$ cat config.mk
export PLATFORM = sky130hd
export DESIGN_NAME = llsc_monitor
export DESIGN_NICKNAME = d
export VERILOG_FILES = /design/src/rtl/llsc_pkg.sv /design/src/rtl/llsc_addr_gen.sv /design/src/rtl/llsc_link_reg.sv /design/src/rtl/llsc_wb.sv /design/src/rtl/llsc_monitor.sv
export SDC_FILE = /design/constraint.sdc
export NUM_CORES = 1
export LEC_CHECK = 0
export BUFFER_PORTS_ARGS = -buffer_cell sky130_fd_sc_hd__buf_4
export CORE_UTILIZATION = 44
export DETAILED_ROUTE_END_ITERATION = 6
export HOLD_SLACK_MARGIN = 0.02
export MAX_ROUTING_LAYER = met4
export PLACE_DENSITY = 0.82
export RECOVER_POWER = 50
export SLEW_MARGIN = 20
export SYNTH_ARGS = -nofsm -noshare
export SYNTH_HDL_FRONTEND = slang
export SYNTH_SLANG_ARGS = --single-unit
$ cat constraint.sdc
create_clock -name clk -period 5.3 [get_ports clk]
set_clock_uncertainty 0.2 [all_clocks]
set_input_delay 0 -clock clk [delete_from_list [all_inputs] [get_ports clk]]
set_output_delay 0 -clock clk [all_outputs]
set_load 0.01 [all_outputs]
$ cat src/rtl/llsc_pkg.sv
package llsc_pkg;

    localparam int REG_IDX_W = 5;
    localparam int OFS_W     = 16;

    typedef enum logic [1:0] {
        OP_IDLE = 2'd0,
        OP_LOAD = 2'd1,
        OP_STORE = 2'd2,
        OP_SPARE = 2'd3
    } llsc_op_e;

    typedef struct packed {
        logic                 valid;
        logic                 is_load;
        logic                 wide;
        logic                 sc_ok;
        logic [REG_IDX_W-1:0] dest;
    } wb_rec_t;

    function automatic logic is_load(input logic [1:0] op);
        return op == OP_LOAD;
    endfunction

    function automatic logic is_store(input logic [1:0] op);
        return op == OP_STORE;
    endfunction

endpackage

$ cat src/rtl/llsc_addr_gen.sv
module llsc_addr_gen
    import llsc_pkg::*;
#(
    parameter int AW = 32
) (
    input  logic [AW-1:0]    base,
    input  logic [OFS_W-1:0] ofs,
    output logic [AW-1:0]    ea,
    output logic [AW-3:0]    ea_word
);
    localparam int EXT_W = AW - OFS_W;

    logic [AW-1:0] ofs_ext;

    always_comb begin
        ofs_ext = {{EXT_W{ofs[OFS_W-1]}}, ofs};
        ea      = base + ofs_ext;
        ea_word = ea[AW-1:2];
    end
endmodule

$ cat src/rtl/llsc_link_reg.sv
module llsc_link_reg
    import llsc_pkg::*;
#(
    parameter int AW = 32
) (
    input  logic          clk,
    input  logic          rst,
    input  logic [1:0]    op,
    input  logic [AW-3:0] ea_word,
    input  logic          snoop_valid,
    input  logic [AW-1:0] snoop_addr,
    input  logic          eret_pulse,
    output logic          sc_pass,
    output logic          link_q,
    output logic [AW-3:0] link_word_q
);
    localparam int WAW = AW - 2;

    logic [AW-1:0] snoop_word_full;
    logic          snoop_on_link;
    logic          snoop_on_req;
    logic          link_d;
    logic [WAW-1:0] word_d;

    always_comb begin
        snoop_word_full = snoop_addr >> 2;
        snoop_on_link   = snoop_valid && link_q &&
                          (snoop_word_full == {2'b00, link_word_q});
        snoop_on_req    = snoop_valid &&
                          (snoop_word_full == {2'b00, ea_word});
        sc_pass = is_store(op) && link_q && (ea_word == link_word_q) &&
                  !snoop_on_link && !eret_pulse;

        link_d = link_q;
        word_d = link_word_q;
        if (eret_pulse) begin
            link_d = 1'b0;
        end else if (is_load(op)) begin
            link_d = !snoop_on_req;
            word_d = ea_word;
        end else if (is_store(op) || snoop_on_link) begin
            link_d = 1'b0;
        end
    end

    always_ff @(posedge clk) begin
        if (rst) begin
            link_q      <= 1'b0;
            link_word_q <= '0;
        end else begin
            link_q      <= link_d;
            link_word_q <= word_d;
        end
    end
endmodule

$ cat src/rtl/llsc_wb.sv
module llsc_wb
    import llsc_pkg::*;
#(
    parameter int DW = 64,
    parameter int WW = 32
) (
    input  logic                 clk,
    input  logic                 rst,
    input  logic [1:0]           op,
    input  logic                 wide,
    input  logic                 sc_pass,
    input  logic [REG_IDX_W-1:0] dest,
    input  logic [WW-1:0]        mem_rdata,
    output logic                 rf_wr_en,
    output logic [REG_IDX_W-1:0] rf_wr_idx,
    output logic [DW-1:0]        rf_wdata
);
    localparam int PAD_W = DW - WW;

    wb_rec_t rec_q;

    always_ff @(posedge clk) begin
        if (rst) begin
            rec_q <= '0;
        end else begin
            rec_q.valid   <= is_load(op) || is_store(op);
            rec_q.is_load <= is_load(op);
            rec_q.wide    <= wide;
            rec_q.sc_ok   <= sc_pass;
            rec_q.dest    <= dest;
        end
    end

    always_comb begin
        rf_wr_en  = rec_q.valid;
        rf_wr_idx = rec_q.dest;
        if (rec_q.is_load) begin
            rf_wdata = {{PAD_W{rec_q.wide & mem_rdata[WW-1]}}, mem_rdata};
        end else begin
            rf_wdata = {{(DW-1){1'b0}}, rec_q.sc_ok};
        end
    end
endmodule

$ cat src/rtl/llsc_monitor.sv
module llsc_monitor
    import llsc_pkg::*;
#(
    parameter int AW = 32,
    parameter int DW = 64,
    parameter int WW = 32
) (
    input  logic                 clk,
    input  logic                 rst,
    input  logic [1:0]           req_op,
    input  logic [AW-1:0]        req_base,
    input  logic [OFS_W-1:0]     req_ofs,
    input  logic [REG_IDX_W-1:0] req_dest,
    input  logic                 req_wide,
    input  logic [WW-1:0]        req_sdata,
    output logic                 mem_rd_en,
    output logic                 mem_wr_en,
    output logic [AW-1:0]        mem_addr,
    output logic [WW-1:0]        mem_wdata,
    input  logic [WW-1:0]        mem_rdata,
    input  logic                 snoop_valid,
    input  logic [AW-1:0]        snoop_addr,
    input  logic                 eret_pulse,
    output logic                 rf_wr_en,
    output logic [REG_IDX_W-1:0] rf_wr_idx,
    output logic [DW-1:0]        rf_wdata
);
    logic [AW-3:0] ea_word;
    logic          sc_pass;
    logic          link_q;
    logic [AW-3:0] link_word_q;

    llsc_addr_gen #(.AW(AW)) agen_i (
        .base    (req_base),
        .ofs     (req_ofs),
        .ea      (mem_addr),
        .ea_word (ea_word)
    );

    llsc_link_reg #(.AW(AW)) link_i (
        .clk         (clk),
        .rst         (rst),
        .op          (req_op),
        .ea_word     (ea_word),
        .snoop_valid (snoop_valid),
        .snoop_addr  (snoop_addr),
        .eret_pulse  (eret_pulse),
        .sc_pass     (sc_pass),
        .link_q      (link_q),
        .link_word_q (link_word_q)
    );

    llsc_wb #(.DW(DW), .WW(WW)) wb_i (
        .clk       (clk),
        .rst       (rst),
        .op        (req_op),
        .wide      (req_wide),
        .sc_pass   (sc_pass),
        .dest      (req_dest),
        .mem_rdata (mem_rdata),
        .rf_wr_en  (rf_wr_en),
        .rf_wr_idx (rf_wr_idx),
        .rf_wdata  (rf_wdata)
    );

    always_comb begin
        mem_rd_en = is_load(req_op);
        mem_wr_en = sc_pass;
        mem_wdata = req_sdata;
    end
endmodule

==> impl_metrics.tcl, run 1 <==
set metrics [dict create \
    r2r-end "link_i.link_q" \
    cts_buffers 5 \
    synth_seq_cells 40 \
    hp-start "mem_rdata[26]" \
    via_count 5985 \
    critPathRequiredTime_ns 5.27 \
    slew_viol_final 42 \
    min_period_over_period_pct 81.39 \
    syn_nets 919 \
    holdPathEnd "rf_wdata[26]" \
    synth_area_leader_cell "dfxtp_1" \
    hp-class "in -> out" \
    antenna_found_initial 0 \
    min_path_cells 3 \
    endpoint_kind "register" \
    startpoint_type "input pin" \
    grt_pass1_wl_mm 29.07 \
    diodes 0 \
    cts_hold_buffers 51 \
    ys.flop_type "dfxtp_1" \
    dieArea_sq_mm 0.01306 \
    critPathSlowestCell "clkbuf_1" \
    ios 292 \
    cts_tree "done" \
    path_class "in -> reg" \
    r2r_start "link_i.link_word_q[24]" \
    setup_viol 0 \
    ctsHtreeMaxLevel 2 \
    syn_inst 729 \
    ir_drop_uv 141.1 \
    cp_cell_sequence "dlygate4sd3_1, clkbuf_1, nor3_1, a221oi_1, nand4_1, nor4_1, nand4_1, nor4_1, a31oi_1, dlygate4sd3_1" \
    yosysWarningCount 0 \
    firstDrtPassIters 5 \
    max_freq_mhz 231.8 \
    drv_cap 1 \
    status "finished with violations" \
    setup-tns-final_ns 0 \
    layout.nets 1103 \
    drt_iter0_drc 459 \
    cts.sinks 40 \
    crit_fanout 41 \
    syn_area_sq_mm 0.005545 \
    reg2reg_slack_ns 1.68 \
    cp.arrival_ns 4.28 \
    grt_max_degree 42 \
    wire_per_inst_microns 18.17 \
    clock_path_buffers 2 \
    syn_area_per_cell_sq_um 7.607 \
    clk_pin_slew_ns 0.06 \
    maxSlewHeadroom_pct -36.07 \
    rows 40 \
    clock_latency_ns 0.28 \
    ys_types 68 \
    drt_wl_total_mm 19.66 \
    yosysMostFrequentCell "nand2_1" \
    power.static_leakage_nw 3.210 \
    core-area_sq_mm 0.01216 \
    synth_edf_count 0 \
    ys_async_sr_fraction_pct 0 \
    gp_congestion 0.9981 \
    slowest_delay_ns 1.45 \
    reg2reg_depth 11 \
    area_delta_synth_final_pct 33.33 \
    place_hpwl_mm 15.57 \
    synth_commonest_cells "nand2_1, xnor2_1, buf_4" \
    drive_gt1_share_pct 25.71 \
    track_usage_pct 29.71 \
    grt_pass1_vias 5486 \
    avgViaCountPerCell 5.531 \
    drtAntennaViolNets 0 \
    cts_root_buffer "clkbuf_16" \
    post_cts_buffers 0 \
    grt-ovfl-total 0 \
    cts_resized 0 \
    io_buffer_count 225 \
    initial_core_util_pct 45.60 \
    period_needed_ns 4.313 \
    violations "max-capacitance violations, max-slew violations" \
    die_w_microns 114.3 \
    yosys.area.top_type_share_pct 14.44 \
    seq_area_frac_synth_pct 14.44 \
    synth.area.top_cells "dfxtp_1, xnor2_1, buf_4, ha_1, nand2_1" \
    powerDensity_mw_per_mm2 207.6 \
    hold_viol_final 0 \
    die_h_microns 114.3 \
    worst_pin_slew_ns 2.041 \
    p_total_mw 1.535 \
    rsz0062_at_grt "no" \
    drcViolationCount 0 \
]
report_power, final:
group	switching, mW	internal (mW)
Combinational	0.466	0.393
Sequential	0.0169	0.316
Clock	0.121	0.222
Total	0.604	0.931
through the flow:
step | instance area [sq um] | hold WS, ns | instances | worst slack (ns) | utilization [%]
after floorplan | 5545 | -0.1082 | 729 | 1.864 | -
after CTS | 7465 | 0.09031 | 1082 | 1.323 | 61.38
after global placement | 6790 | -0.1999 | 1023 | 1.456 | 55.83
after detailed placement | 6790 | -0.1999 | 1023 | 1.337 | 55.83
after global routing | 7393 | 0.1243 | 1082 | 0.7759 | 60.79
final | 7393 | 0.1022 | 1082 | 0.9866 | 60.79
cell usage in the layout, fill, tap and decap left out, drive strengths merged, types with 10 or more instances in the layout:
master / synthesis / routed
nand4: 24 / 24
buf: 84 / 208
dfxtp: 40 / 40
nand3: 10 / 10
xnor2: 80 / 80
ha: 33 / 33
inv: 14 / 14
dlygate4sd3: 0 / 51
nand2: 86 / 86
and2: 38 / 38
clkbuf: 17 / 25
nor2: 31 / 31
xor2: 33 / 33
nor3: 13 / 13
o21ai: 30 / 30
a21oi: 70 / 70
layout make-up:
| class | instances | area [sq um] |
|---|---|---|
| inverters | 14 | 52.55 |
| multi-input cells | 574 | 4023 |
| clock inverters | 2 | 35.03 |
| flip-flops and latches | 40 | 800.8 |
| fillers | 1090 | 4768 |
| repair buffers | 278 | 2143 |
| well taps | 168 | 210.2 |
| clock buffers | 6 | 128.9 |
kinds of logic after synthesis:
logic type               Yosys count  synth area share [%]
AO/OA/AOI/OAI                    167                 19.38
XOR/XNOR                         123                 21.93
adder cells (fa/ha/maj)           34                 7.807
buffers and inverters            115                 13.06
flip-flops                        40                 14.44
multiplexers                       1                0.2031
AND/OR/NAND/NOR                  249                 23.17
registers in the layout, summed over array words and instances (netlist names):
| signal | flops |
|---|---|
| link_i.link_word_q | 30 |
| wb_i.rf_wr_idx | 5 |
| wb_i.rec_q | 3 |
| link_i.link_q | 1 |
| wb_i.rf_wr_en | 1 |
critical path: cells and delay by family:
family / cells / cell delay, ns
and+or+nand+nor: 5 / 1.16
AOI/OAI and AO/OA: 2 / 0.57
buffers and inverters: 3 / 2.53
worst max path at each step:
stage,from,to,slack [ns],depth (start not counted)
2_1_floorplan,req_base[0],mem_wr_en,1.86,13
5_1_grt,rst,link_i.link_q,0.78,10
3_3_place_gp,req_base[0],mem_wr_en,1.46,15
6_report,rst,link_i.link_q,0.99,10
3_5_place_dp,req_base[0],mem_wr_en,1.34,15
4_1_cts,req_base[0],mem_wr_en,1.32,15
routing by layer:
layer / vias up / track usage (%) / part of all wire (%)
li1: 2852 / - / -
met1: 2743 / 39.36 / 43
met2: 334 / 45.62 / 45
met3: 56 / 4.923 / 8.2
met4: 0 / 10.48 / 3.6
met5: - / - / 0
(Power assumes the default switching activity.)
==> run 2, diff against run 1 <==
ABC_AREA = 1   (was not set)
PLACE_DENSITY = 0.83   (was 0.82)
clock period = 3.95 ns   (was 5.3 ns; I/O delays follow)
==> impl_metrics.tcl, run 2 <==
set metrics [dict create \
    status "finished with violations" \
    violations "max-capacitance violations, max-slew violations" \
    synth_seq_cells 40 \
    cts_root_buffer "clkbuf_16" \
    drive_gt1_share_pct 16.99 \
    synth.area.top_cells "nand2_1, inv_1, dfxtp_1, buf_4, ha_1" \
    grt_pass1_vias 6864 \
    firstDrtPassIters 7 \
    clock_path_buffers 2 \
    max_freq_mhz 329.9 \
    layout.nets 1578 \
    diodes 0 \
    layout_common_cells "nand2_1, inv_1, buf_4" \
    seq_area_sq_um 800.8 \
    num-fill-cells 1503 \
    min_period_over_period_pct 76.73 \
    ys_async_sr_fraction_pct 0 \
    drt_iter0_drc 466 \
    crit_fanout 5 \
    antenna_found_initial 0 \
    rows 43 \
    cp.arrival_ns 3.00 \
    hp-class "in -> reg" \
    rsz0062_at_grt "no" \
    gp_congestion 0.9862 \
    drcViolationCount 0 \
    area_delta_synth_final_pct 28.11 \
    dpl_cell_area_sq_mm 0.007767 \
    ir_drop_uv 190.3 \
    final_area_sq_mm 0.008229 \
    worst_pin_slew_ns 1.947 \
    maxSlewHeadroom_pct -29.78 \
    synth_area_leader_cell "nand2_1" \
    slew_viol_final 40 \
    die_w_microns 122.8 \
    grt_max_degree 56 \
    initial_core_util_pct 45.75 \
    cts_buffers 5 \
    synth_commonest_cells "nand2_1, inv_1, nor2_1" \
    critPathRequiredTime_ns 3.92 \
    endpoint_kind "register" \
    cts.sinks 40 \
    yosysMostFrequentCell "nand2_1" \
    multi_input_area_sq_mm 0.004049 \
    track_usage_pct 29.57 \
    syn_area_sq_mm 0.006424 \
    startpoint_type "input pin" \
    core-area_sq_mm 0.01404 \
    syn_inst 1186 \
    path_class "in -> reg" \
    ctsHtreeMaxLevel 2 \
    instances_no_fill 1569 \
    ios 292 \
    cts_resized 0 \
    ys.flop_type "dfxtp_1" \
    setup-tns-final_ns 0 \
    largest_reg_flops 30 \
    synth_edf_count 0 \
    powerDensity_mw_per_mm2 237.2 \
    die_h_microns 122.8 \
    place_hpwl_mm 18.06 \
    yosysWarningCount 0 \
    grt-ovfl-total 0 \
    drtAntennaViolNets 0 \
    syn_nets 1376 \
    dieArea_sq_mm 0.01509 \
    avgViaCountPerCell 4.837 \
    seq_area_frac_synth_pct 12.47 \
    ys_types 41 \
    setup_viol 0 \
    clk_pin_slew_ns 0.05 \
    final_util_pct 58.60 \
    drv_cap 1 \
    power.static_leakage_nw 5.074 \
    hold_viol_final 0 \
    largest-register "link_i.link_word_q" \
    drt_wl_total_mm 22.00 \
    cts_tree "done" \
    grt_pass1_wl_mm 33.49 \
    wire_per_inst_microns 14.02 \
    clock_latency_ns 0.29 \
    dp.cells 1511 \
    final_common_cell "nand2_1" \
    syn_area_per_cell_sq_um 5.416 \
    period_needed_ns 3.031 \
    io_buffer_count 225 \
    yosys.area.top_type_share_pct 23.02 \
    via_count 7589 \
]
[run 2: path summary, 6_finish.rpt]
| kind | startpoint | end | slack, ns | depth (start not counted) |
|---|---|---|---|---|
| max | req_base[0] | link_i.link_q | 0.92 | 23 |
| min | req_op[0] | wb_i.rec_q[7] | 0.03 | 4 |
| max reg2reg | link_i.link_word_q[8] | link_i.link_q | 1.74 | 9 |
| min reg2reg | link_i.link_word_q[8] | link_i.link_word_q[8] | 0.38 | 2 |
[run 2: cells by family (layout without fill, tap and decap cells)]
kind of cell    count (synthesis)  in the layout  synth area share [%]
simple gates                  635            635                 42.31
buf+inv                       344            547                 24.35
mux                             1              1                0.1753
compound gates                111            111                 9.681
xor+xnor                       21             21                 4.285
flops                          40             40                 12.47
fa+ha+maj                      34             34                 6.739
[run 2: layer usage]
layer	GRT usage, %	up-vias	share of wire, %
met3	3.717	45	7.8
li1	-	3950	-
met5	-	-	0
met2	49.02	306	46
met4	7.393	0	2.6
met1	37.88	3288	44
[run 2: cell type report]
cell class / count / share of cell area [%]
tap: 180 / 2.737
inverter: 264 / 12.04
sequential: 40 / 9.731
multi-input combinational: 802 / 49.20
timing repair buffer: 275 / 24.51
clock buffer: 8 / 1.779
[run 2: what timing repair did]
action	in CTS	in global routing
hold buffers	50	0
hold endpoints to repair	44	0
setup buffers	0	0
[run 2: critical path, stage by stage]
cell	delay [ns]
buf_4	0.08
ha_1	0.21
inv_1	0.07
fa_1	0.39
inv_1	0.10
nand2_1	0.07
nand2_1	0.10
nand3_1	0.10
nand2_1	0.13
nand2_1	0.08
nand2_1	0.20
nand2_1	0.07
nand2_1	0.06
nand2_1	0.05
nor2_1	0.09
nand2_1	0.06
nor2_1	0.10
nand3_1	0.08
nor2_1	0.15
nand3_1	0.12
nand2_1	0.09
a21oi_1	0.05
dlygate4sd3_1	0.54
[run 2: metrics by stage]
step	setup WS (ns)	hold WS, ns	power (mW)
after floorplan	1.756	-0.1082	1.132
after global placement	1.221	-0.1999	1.486
after detailed placement	1.190	-0.1999	1.499
after CTS	0.9155	0.02006	1.964
after global routing	0.6697	0.05540	2.098
final	0.9191	0.03265	1.952
[run 2: report_power, final]
part,leakage [nW],internal (mW),switching [mW]
clock,0.0712,0.252,0.167
sequential,0.328,0.425,0.0174
combinational,4.67,0.432,0.658
total,5.07,1.11,0.842
==> run 3, diff against run 2 <==
ABC_AREA = 0   (was 1)
PLACE_DENSITY = 0.82   (was 0.83)
clock period = 2.8 ns   (was 3.95 ns; I/O delays follow)
==> impl_metrics.tcl, run 3 (synthesis gave the netlist of run 1 again) <==
set metrics [dict create \
    wl_met3_mm 2.600 \
    post-place-ws_ns -0.6593 \
    cts.sinks 40 \
    clockPowerShare_pct 19.2 \
    critPathRequiredTime_ns 2.60 \
    endpoint_kind "output pin" \
    crit_family "simple AND/OR/NAND/NOR gates" \
    drtAntennaViolNets 0 \
    die_h_microns 114.3 \
    instances_no_fill 1309 \
    place_hpwl_mm 19.69 \
    violations "max-capacitance violations, max-slew violations, negative setup slack" \
    firstDrtPassIters 6 \
    ios 292 \
    drt_wl_total_mm 26.00 \
    area_delta_synth_final_pct 69.25 \
    io_buffer_count 225 \
    ir_drop_uv 301.3 \
    worst_pin_slew_ns 2.114 \
    worst-path-buf-inv 2 \
    num-fill-cells 879 \
    setup-tns-final_ns -1.474 \
    grt-ovfl-total 0 \
    ctsHtreeMaxLevel 2 \
    power.static_leakage_nw 4.409 \
    seq_area_sq_um 800.8 \
    maxSlewHeadroom_pct -40.91 \
    final_common_cell "buf_4" \
    wl_met2_mm 12.13 \
    switchingPower_mw 1.442 \
    hp-class "in -> out" \
    max_freq_mhz 291.3 \
    dp.cells 1250 \
    cp_cell_sequence "xnor2_1, nand3_1, nor4_1, a311oi_2, buf_4, nand3_1, or4_4, nor4b_4, and4_1, o2111ai_2, nor4_2, buf_4" \
    cts_root_buffer "clkbuf_16" \
    min_period_over_period_pct 122.6 \
    via_count 7358 \
    wire_per_inst_microns 19.86 \
    largest-register "link_i.link_word_q" \
    maxUsedRoutingLayer "met4" \
    slowest_delay_ns 0.54 \
    grt_pass1_vias 7201 \
    antenna_found_initial 0 \
    hold_viol_final 0 \
    period_needed_ns 3.433 \
    cts_buffers 5 \
    status "finished with violations" \
    path_class "reg -> out" \
    clock_latency_ns 0.31 \
    drcViolationCount 0 \
    drv_cap 1 \
    cts_tree "done" \
    gp_congestion 1.023 \
    dieArea_sq_mm 0.01306 \
    grt_pass1_wl_mm 38.11 \
    setup_viol 3 \
    p_total_mw 3.646 \
    internal_power_mw 2.204 \
    wl_met1_mm 9.567 \
    rsz0062_at_grt "yes" \
    rows 40 \
    hold_slack_ns 0.09201 \
    slew_viol_final 41 \
    critPathSlowestCell "or4_4" \
    diodes 0 \
    layout.nets 1330 \
    initial_core_util_pct 45.60 \
    clock_path_buffers 2 \
    grt_max_degree 41 \
    startpoint_type "register" \
    pwr-share-comb_pct 63.8 \
    drt_iter0_drc 641 \
    powerDensity_mw_per_mm2 388.5 \
    die_w_microns 114.3 \
    cp.arrival_ns 3.23 \
    layout_common_cells "buf_4, nand2_1, xnor2_1" \
    swShare_pct 39.55 \
    largest_reg_flops 30 \
    clk_pin_slew_ns 0.06 \
    track_usage_pct 39.75 \
    avgViaCountPerCell 5.621 \
    setup_slack_ns -0.6332 \
    crit_fanout 2 \
    pwr-share-seq_pct 17.1 \
    drive_gt1_share_pct 44.79 \
    core-area_sq_mm 0.01216 \
    multi_input_area_sq_mm 0.004284 \
]
[run 3: cell types whose count changed in the layout (fill, tap and decap cells not counted), sizes merged, moves of 18 or more]
| cell | delta |
|---|---|
| and2 | +36 |
| buf | +265 |
| nand3 | -78 |
| xnor2 | +77 |
| xor2 | +19 |
| clkbuf | -33 |
| nor2 | -70 |
| nand2 | -324 |
| a21oi | +18 |
| inv | -250 |
[run 3: power groups by stage]
stage / Combinational, mW / Clock (mW) / Sequential (mW)
6_report: 2.33 / 0.698 / 0.623
5_1_grt: 2.44 / 0.709 / 0.624
4_1_cts: 2.23 / 0.675 / 0.620
3_5_place_dp: 2.11 / 0 / 0.632
3_3_place_gp: 2.08 / 0 / 0.631
2_1_floorplan: 1.04 / 0 / 0.633
[run 3: repair_timing]
action                                  4_1_cts  5_1_grt
cloned                                        0        0
gates resized for setup                      14       25
pin swaps                                     2        8
endpoints found under the setup margin        9        9
hold buffers                                 45        0
buffers inserted                              5        2
endpoints found under the hold margin        50        0
[run 3: cell type report]
type	instances	share of cell area [%]
clock buffer	5	1.333
clock inverter	3	0.4533
inverter	14	0.5599
multi-input combinational	574	45.65
sequential	40	8.532
tap	168	2.240
timing repair buffer	505	41.23
[run 3: worst register-to-register path, delay by kind of cell, from the launching register on]
family | cells | cell delay [ns]
simple gates | 7 | 1.56
compound gates | 2 | 0.48
buf+inv | 3 | 0.48
flops | 1 | 0.38
xor+xnor | 1 | 0.13
[run 3: metrics by stage]
step	utilization (%)	cell area, sq um
6_report	77.17	9385
5_1_grt	77.17	9385
4_1_cts	76.37	9288
3_5_place_dp	70.64	8591
3_3_place_gp	70.64	8591
2_1_floorplan	-	5644
[run 3: worst paths after layout]
kind / startpoint / to / slack (ns) / depth (start not counted)
hold reg to reg: link_i.link_word_q[21] / link_i.link_word_q[21] / 0.36 / 2
setup / recovery: link_i.link_word_q[27] / mem_wr_en / -0.63 / 12
hold / removal: mem_rdata[15] / rf_wdata[15] / 0.09 / 3
setup reg to reg: link_i.link_word_q[27] / wb_i.rec_q[5] / -0.50 / 13
[run 3: metal layers]
layer	vias up	GRT usage (%)
li1	3311	-
met1	3393	44.75
met2	511	65.17
met3	143	9.052
met4	0	22.16
met5	-	-
